[src/rtl/pulse_gen_pkg.sv]
// Package: shared types for the edge-combining pulse former.
// Assumes: nothing beyond being compiled before the modules that import it.
package pulse_gen_pkg;

    // Default number of delay-line taps (flip-flops) combined per pulse.
    localparam int DEF_EDGES = 4;

    // Per-symbol modulation settings captured on an accepted strobe.
    typedef struct packed {
        logic late;   // position bit: pulse launched PPM_TICKS later
        logic neg;    // polarity bit: pulse on the negative rail
    } sym_mod_t;

endpackage

[src/rtl/pulse_launch_ctrl.sv]
// Module: pulse_launch_ctrl
// Accepts symbol strobes, captures mask and modulation bits, runs the launch
// counter and issues one toggle enable per tap at launch offset k.
// Assumes: SYM_TICKS > PPM_TICKS + N_EDGES - 1, so the counter never wraps.
module pulse_launch_ctrl
    import pulse_gen_pkg::*;
#(
    parameter int N_EDGES   = DEF_EDGES,
    parameter int PPM_TICKS = 10,
    parameter int SYM_TICKS = 16
) (
    input  logic               clk,
    input  logic               rst_n,
    input  logic               sym_stb,
    input  logic [N_EDGES-1:0] edge_mask,
    input  logic               pos_late,
    input  logic               pol_neg,
    output logic [N_EDGES-1:0] fire,
    output logic               busy,
    output logic               neg_sel,
    output logic               overrun
);

    localparam int               CNT_W = $clog2(SYM_TICKS);
    localparam logic [CNT_W-1:0] PPM_C = CNT_W'(PPM_TICKS);
    localparam logic [CNT_W-1:0] SPAN  = CNT_W'(N_EDGES - 1);

    logic               busy_q;
    logic [CNT_W-1:0]   cnt_q;
    logic [N_EDGES-1:0] mask_q;
    sym_mod_t           mod_q;
    logic               ovr_q;
    logic [CNT_W-1:0]   launch;
    logic [CNT_W-1:0]   last;
    logic               accept;

    // Launch offset and final tap index of the held symbol.
    always_comb begin
        launch = mod_q.late ? PPM_C : '0;
        last   = launch + SPAN;
    end

    // A strobe is taken only when idle and with an even mask population.
    assign accept = sym_stb && !busy_q && !(^edge_mask);

    // Capture settings, run the launch counter and flag overruns.
    always_ff @(posedge clk) begin
        if (!rst_n) begin
            busy_q <= 1'b0;
            cnt_q  <= '0;
            mask_q <= '0;
            mod_q  <= '0;
            ovr_q  <= 1'b0;
        end else begin
            ovr_q <= sym_stb && busy_q;
            if (accept) begin
                busy_q     <= 1'b1;
                cnt_q      <= '0;
                mask_q     <= edge_mask;
                mod_q.late <= pos_late;
                mod_q.neg  <= pol_neg;
            end else if (busy_q) begin
                if (cnt_q == last) begin
                    busy_q <= 1'b0;
                end
                cnt_q <= cnt_q + 1'b1;
            end
        end
    end

    // One toggle enable per tap: tap k fires at offset launch + k if enabled.
    for (genvar k = 0; k < N_EDGES; k++) begin : g_fire
        assign fire[k] = busy_q && mask_q[k] && (cnt_q == launch + CNT_W'(k));
    end

    assign busy    = busy_q;
    assign neg_sel = mod_q.neg;
    assign overrun = ovr_q;


    cfg_hold_chk: assert property (@(posedge clk) disable iff (!rst_n)
        (busy_q && $past(busy_q)) |-> ($stable(mask_q) && $stable(mod_q)));


    odd_reject_chk: assert property (@(posedge clk) disable iff (!rst_n)
        (sym_stb && !busy_q && (^edge_mask)) |=> !busy_q);


    cnt_bound_chk: assert property (@(posedge clk) disable iff (!rst_n)
        busy_q |-> (cnt_q <= last));

endmodule

[src/rtl/edge_toggle_bank.sv]
// Module: edge_toggle_bank
// One toggle flip-flop per delay-line tap. Each toggles when its enable
// is high, which models one staggered clock edge.
// Assumes: at most one enable is high per tick (taps are one tick apart).
module edge_toggle_bank #(
    parameter int N_EDGES = 4
) (
    input  logic               clk,
    input  logic               rst_n,
    input  logic [N_EDGES-1:0] fire,
    output logic [N_EDGES-1:0] tap_q
);

    for (genvar k = 0; k < N_EDGES; k++) begin : g_tap
        // Toggle tap k on its launch tick; clear on reset.
        always_ff @(posedge clk) begin
            if (!rst_n) begin
                tap_q[k] <= 1'b0;
            end else if (fire[k]) begin
                tap_q[k] <= ~tap_q[k];
            end
        end
    end


    one_edge_chk: assert property (@(posedge clk) disable iff (!rst_n)
        $onehot0(fire));

endmodule

[src/rtl/xor_fold_tree.sv]
// Module: xor_fold_tree
// Balanced binary XOR tree folding N inputs into one logical pulse level.
// Heap layout: leaves sit at nodes N-1 .. 2N-2 and the root is node 0.
// Assumes: N_IN >= 2.
module xor_fold_tree #(
    parameter int N_IN = 4
) (
    input  logic [N_IN-1:0] leaf,
    output logic            root
);

    localparam int N_NODES = 2 * N_IN - 1;

    logic [N_NODES-1:0] node;

    // Place leaves at the bottom of the heap.
    for (genvar i = 0; i < N_IN; i++) begin : g_leaf
        assign node[N_IN-1+i] = leaf[i];
    end

    // Each internal node is a two-input XOR of its children.
    for (genvar i = 0; i < N_IN - 1; i++) begin : g_gate
        assign node[i] = node[2*i+1] ^ node[2*i+2];
    end

    assign root = node[0];

endmodule

[src/rtl/polarity_steer.sv]
// Module: polarity_steer
// Two AND gates route the logical pulse to the positive or the negative rail.
// Assumes: neg_sel is stable for the whole pulse (held by the controller).
module polarity_steer (
    input  logic clk,
    input  logic rst_n,
    input  logic pulse,
    input  logic neg_sel,
    output logic out_pos,
    output logic out_neg
);

    // Steer the pulse; the unused rail stays at 0.
    always_comb begin
        out_pos = pulse & ~neg_sel;
        out_neg = pulse &  neg_sel;
    end


    rails_excl_chk: assert property (@(posedge clk) disable iff (!rst_n)
        !(out_pos && out_neg));

endmodule

[src/rtl/edge_pulse_gen.sv]
// Module: edge_pulse_gen (top)
// Edge-combining impulse pulse former. Strobe-captured mask selects which
// staggered taps toggle; an XOR tree forms the pulse; position delays it by
// PPM_TICKS; polarity picks the output rail.
// Assumes: SYM_TICKS > PPM_TICKS + N_EDGES - 1 and N_EDGES >= 2.
module edge_pulse_gen
    import pulse_gen_pkg::*;
#(
    parameter int N_EDGES   = DEF_EDGES,
    parameter int PPM_TICKS = 10,
    parameter int SYM_TICKS = 16
) (
    input  logic               clk,
    input  logic               rst_n,
    input  logic               sym_stb,
    input  logic [N_EDGES-1:0] edge_mask,
    input  logic               pos_late,
    input  logic               pol_neg,
    output logic               out_pos,
    output logic               out_neg,
    output logic               overrun
);

    logic [N_EDGES-1:0] fire;
    logic [N_EDGES-1:0] tap_q;
    logic               busy;
    logic               neg_sel;
    logic               comb;

    pulse_launch_ctrl #(
        .N_EDGES  (N_EDGES),
        .PPM_TICKS(PPM_TICKS),
        .SYM_TICKS(SYM_TICKS)
    ) u_ctrl (
        .clk      (clk),
        .rst_n    (rst_n),
        .sym_stb  (sym_stb),
        .edge_mask(edge_mask),
        .pos_late (pos_late),
        .pol_neg  (pol_neg),
        .fire     (fire),
        .busy     (busy),
        .neg_sel  (neg_sel),
        .overrun  (overrun)
    );

    edge_toggle_bank #(
        .N_EDGES(N_EDGES)
    ) u_bank (
        .clk  (clk),
        .rst_n(rst_n),
        .fire (fire),
        .tap_q(tap_q)
    );

    xor_fold_tree #(
        .N_IN(N_EDGES)
    ) u_tree (
        .leaf(tap_q),
        .root(comb)
    );

    polarity_steer u_steer (
        .clk    (clk),
        .rst_n  (rst_n),
        .pulse  (comb),
        .neg_sel(neg_sel),
        .out_pos(out_pos),
        .out_neg(out_neg)
    );


    idle_quiet_chk: assert property (@(posedge clk) disable iff (!rst_n)
        !busy |-> !comb);

endmodule

[config.mk]
export PLATFORM = sky130hd
export DESIGN_NAME = edge_pulse_gen
export DESIGN_NICKNAME = d
export VERILOG_FILES = /design/src/rtl/pulse_gen_pkg.sv /design/src/rtl/pulse_launch_ctrl.sv /design/src/rtl/edge_toggle_bank.sv /design/src/rtl/xor_fold_tree.sv /design/src/rtl/polarity_steer.sv /design/src/rtl/edge_pulse_gen.sv
export SDC_FILE = /design/constraint.sdc
export NUM_CORES = 1
export LEC_CHECK = 0
export BUFFER_PORTS_ARGS = -buffer_cell sky130_fd_sc_hd__buf_2
export CAP_MARGIN = 40
export CELL_PAD_IN_SITES_DETAIL_PLACEMENT = 2
export CELL_PAD_IN_SITES_GLOBAL_PLACEMENT = 2
export CORE_ASPECT_RATIO = 1.25
export CORE_UTILIZATION = 35
export DETAILED_ROUTE_END_ITERATION = 16
export PLACE_DENSITY = 0.8
export SLEW_MARGIN = 20
export SYNTH_ARGS = -nofsm -noshare
export SYNTH_HDL_FRONTEND = slang
export SYNTH_SLANG_ARGS = --single-unit
[constraint.sdc]
create_clock -name clk -period 2.2 [get_ports clk]
set_input_delay 0.33 -clock clk [delete_from_list [all_inputs] [get_ports clk]]
set_output_delay 0.33 -clock clk [all_outputs]
set_load 0.01 [all_outputs]
After elaboration in Yosys (flattened, before gate mapping)

Cells that the tools add are included.

Register bits: 16
Input port bits: 9

Bitwise gates (word level): 11
Reductions and logical operators: 15
$add $sub $neg: 4
Mux-type cells: 4
Equality and inequality tests: 4

Operators by type and width:

| cell                                                           | number |
|---|---|
| 4-bit equality test                                            | 4 |
| 1-bit logical AND                                              | 11 |
| 4-bit by 1-bit adder with 4-bit output (second input constant) | 2 |
| 4-bit by 2-bit adder with 4-bit output (second input constant) | 2 |
| 1-bit inverter                                                 | 6 |
| 4-bit 2-to-1 mux                                               | 1 |
| 4-bit parity                                                   | 1 |
| 1-bit 2-to-1 mux                                               | 3 |
| 1-bit bitwise XOR                                              | 3 |
| 1-bit AND                                                      | 2 |
| 1-bit zero test                                                | 2 |
| 2-bit OR reduction                                             | 1 |

Depth between registers and ports, before layout

Depth after elaboration: 6
Depth in mapped cells: 5
Gate-level depth less buffers: 4

Cells and area by module

From an unflattened synthesis, not the netlist that was laid out.

Cells, all modules: 80
Area total of the unflattened synthesis: 775.7 µm²

Modules (own cells, without submodules):

| module            | cells each | area each (µm²) | sequential area each (µm²) | times used |
|---|---|---|---|---|
| pulse_launch_ctrl | 63         | 593.1           | 240.2                      | 1 |
| edge_toggle_bank  | 12         | 140.1           | 80.1                       | 1 |
| xor_fold_tree     | 3          | 26.3            | 0.0                        | 1 |
| polarity_steer    | 2          | 16.3            | 0.0                        | 1 |

Worst setup path before layout

OpenSTA, ideal clock, no wires.

Path kind: reg2reg
Start point: reg u_ctrl.cnt_q[3]
End point: reg u_bank.tap_q[3]
Buffers on the path: 0
Data required time: 2.085 ns
Setup slack: 0.834 ns
Arrival time: 1.251 ns
Cell stages (with the launch flop): 5
Setup time: 0.115 ns
Cells stage by stage: dfxtp_1 -> or4b_4 -> a21oi_1 -> xor2_1 -> and2_1

Longest elaborated chain between the ends: 2

Ends and longest elaborated chain:

| item                           | line                    | RTL |
|---|---|---|
| start: declaration             | pulse_launch_ctrl.sv:29 | `logic [CNT_W-1:0] cnt_q;` |
| start signal: assignment       | pulse_launch_ctrl.sv:66 | `cnt_q <= cnt_q + 1'b1;` |
| 4-bit equality test            | pulse_launch_ctrl.sv:73 | `assign fire[k] = busy_q && mask_q[k] && (cnt_q == launch + CNT_W'(k));` |
| 1-bit logical AND              | pulse_launch_ctrl.sv:73 |  |
| end signal: indexed assignment | edge_toggle_bank.sv:20  | `tap_q[k] <= ~tap_q[k];` |
| end: declaration               | edge_toggle_bank.sv:11  | `output logic [N_EDGES-1:0] tap_q` |

Every way passes these cells.
A chain may end at the register's enable or synchronous reset.

Worst setup path after layout

Start point: reg u_bank.tap_q[0]
End point: out out_neg

Longest elaborated chain between the ends: 3

Ends and longest elaborated chain:

| item                           | line                 | RTL |
|---|---|---|
| 1-bit bitwise XOR (2 in a row) | xor_fold_tree.sv:23  | `assign node[i] = node[2*i+1] ^ node[2*i+2];` |
| 1-bit AND                      | polarity_steer.sv:16 | `out_neg = pulse & neg_sel;` |
| end: declaration               | edge_pulse_gen.sv:20 | `output logic out_neg,` |

Every way passes these cells.

==> metrics.yaml <==
core_um2: 2030
pre_cts_ws_ps: 694
busiest_layer: "met2"
start_kind: "register"
netlist_instances: 82
p_leak_nw: 0.372
postRouteAntennaNets: 0
rsz0062_at_grt: "no"
ys_top_cells_by_count: "dfxtp_1, nand2_1, mux2i_1, xor2_1, xnor2_1"
cp-end-kind: "primary output"
clock_latency_ps: 290
total_power_mw: 0.605
required_ps: 1870
switching_share: 0.261
setup-violations-final: 0
area_growth_pct: 13.5
cts_tree: "yes"
final_area_um2: 882
wl_per_cell_um: 15.0
whs_ps: 282
yosysMostFrequentCell: "dfxtp_1"
clk_path_buf_depth: 2
firstDrtPassIters: 3
clock-sinks: 16
critPathMaxStageDelay_ps: 340
synthArstFlopShare: 0
crit_type: "reg -> out"
cts.hold.buffers_added: 0
synth_cell_types: 24
synth-seq-area-share: 0.412
start_util: 0.383
synthFlopType: "dfxtp_1"
setup_slack_ps: 682
die_x_um: 44.1
grt_pass1_vias: 639
p_seq_frac: 0.543
drt_iter0_markers: 1
synth.avg_cell_area_um2: 9.48
fin_nets: 105
grt-ovfl-total: 0
critPathMostFrequentCell: "xnor2_1"
num_vias: 613
gr-usage-met1: 0.186
yosys-top-cells-area: "dfxtp_1, mux2i_1, xor2_1, nand2_1, xnor2_1"
postCtsResizedCells: 0
die_area_um2: 2410
switchingPower_mw: 0.158
cts_setup_buffers: 0
skew_ps: 2.77
arrival_ps: 1190
worst_slew_pin_slew_ps: 418
die_h_um: 54.7
fin_crit_ps: 1520
cts_buffers: 3
dpl-instance-area_um2: 846
post-route-period-util: 0.690
synth-warning-count: 0
ir_drop_uv: 371
p_comb_frac: 0.129
yosysTopAreaCell: "dfxtp_1"
io-pin-count: 12
worstHoldPathType: "in -> reg"
synth-seq-cells: 16
vias_per_cell: 5.38
maxCapViolations: 0
tns_ps: 0
rows: 18
wl_um: 1710
crit_fanout: 2
grt_util_met2: 0.304
drc: 0
critical_path_buf_inv_count: 1
antenna_found_initial: 0
root_buffer: "clkbuf_4"
max_freq_ghz: 0.659
final_max_slew_viol_count: 0
power_per_cell_area_nw_per_um2: 685
htreeDepth: 1
synth_fp_nets: 92
synth_top_area_share: 0.412
cp_slowest_cell: "dfxtp_1"
grt_pass1_wl_um: 2850
portBuffers: 11
groute.usage.overall: 0.164
synth-edff-count: 0
path_clk_slew_ps: 100
pwr-share-clk: 0.328
diodes: 0
hpwl_um: 1210
gp_congestion: 0.708
syn_area_um2: 777
grtUsageMet3: 0.0396
drive_above_1_share: 0.191
cpLargestDelayFamily: "XOR/XNOR gates"
relSlewSlack: 0.721
cp_cell_sequence: "xnor2_1 -> xnor2_1 -> nor2b_1 -> buf_2"
hold_violations: 0
power.internal_mw: 0.447
grt_max_degree: 23
fillerInstances: 236
status: "finished clean"
-- worst min-delay path, delay by kind of cell --
family	cells	cell delay, ps
multiplexers	1	50
buffers and inverters	1	90
AND/OR/NAND/NOR	1	50
-- cell usage in the layout (no fill, tap or decap) --
master / Yosys / layout
buf_4: 1 / 1
nor3b_2: 1 / 1
nor3b_1: 4 / 4
nor2_1: 1 / 1
ha_1: 1 / 1
nand4_1: 1 / 1
buf_2: 0 / 11
clkbuf_4: 0 / 3
nand3b_1: 2 / 2
nor2b_1: 1 / 1
nand3_1: 3 / 3
a21boi_0: 1 / 1
nand2_1: 14 / 14
xor2_1: 7 / 7
and2_1: 4 / 4
a211oi_1: 2 / 2
clkbuf_8: 0 / 1
o21a_1: 1 / 1
nand4b_1: 1 / 1
a21oi_1: 2 / 2
xnor2_1: 6 / 6
or3_1: 1 / 1
dfxtp_1: 16 / 16
or4b_4: 1 / 1
mux2i_1: 7 / 7
and3_1: 1 / 1
-- kinds of logic after synthesis --
kind of cell,share of synthesized area
AO/OA/AOI/OAI,0.0515
XOR/XNOR,0.147
adder cells (fa/ha/maj),0.0161
buffers and inverters,0.0242
flip-flops,0.412
multiplexers,0.0902
AND/OR/NAND/NOR,0.259
-- area by class of cell --
class | count | area, um2 | share of cell area
well taps | 20 | 25.0 | 0.0284
flip-flops and latches | 16 | 320 | 0.363
multi-input cells | 62 | 438 | 0.496
repair buffers | 12 | 62.6 | 0.0709
clock buffers | 4 | 36.3 | 0.0411
-- per-stage QoR --
stage                     cells   util
after global routing        114  0.435
after detailed placement    110  0.417
final                       114  0.435
after global placement      110  0.417
after CTS                   114  0.435
after floorplan              82      -
-- power groups by stage --
stage / Combinational [mW] / Clock, mW / Sequential [mW]
floorplan: 0.0645 / 0 / 0.323
finish: 0.0782 / 0.198 / 0.328
detailed placement: 0.0789 / 0 / 0.334
CTS: 0.0802 / 0.209 / 0.329
global placement: 0.0756 / 0 / 0.333
global route: 0.0848 / 0.219 / 0.332
-- final timing paths --
check	start	endpoint	slack, ps	depth (start not counted)
worst max register to register	u_ctrl.cnt_q[1]	u_bank.tap_q[2]	690	4
worst min register to register	u_ctrl.neg_sel	u_ctrl.neg_sel	470	2
worst min-delay path	pol_neg	u_ctrl.neg_sel	280	3
worst max-delay path	u_bank.tap_q[0]	out_neg	680	4
-- sequential cells by signal, indices dropped and copies added, names as in the netlist --
register        count
u_ctrl.mask_q       4
u_bank.tap_q        4
u_ctrl.busy         1
u_ctrl.neg_sel      1
u_ctrl.cnt_q        4
u_ctrl.overrun      1
u_ctrl.mod_q        1
-- metal layers --
layer / vias up / share of wire
li1: 301 / -
met1: 299 / 0.44
met2: 11 / 0.52
met3: 2 / 0.033
met4: 0 / 0.0070
met5: - / 0
(Power assumes the default switching activity.)
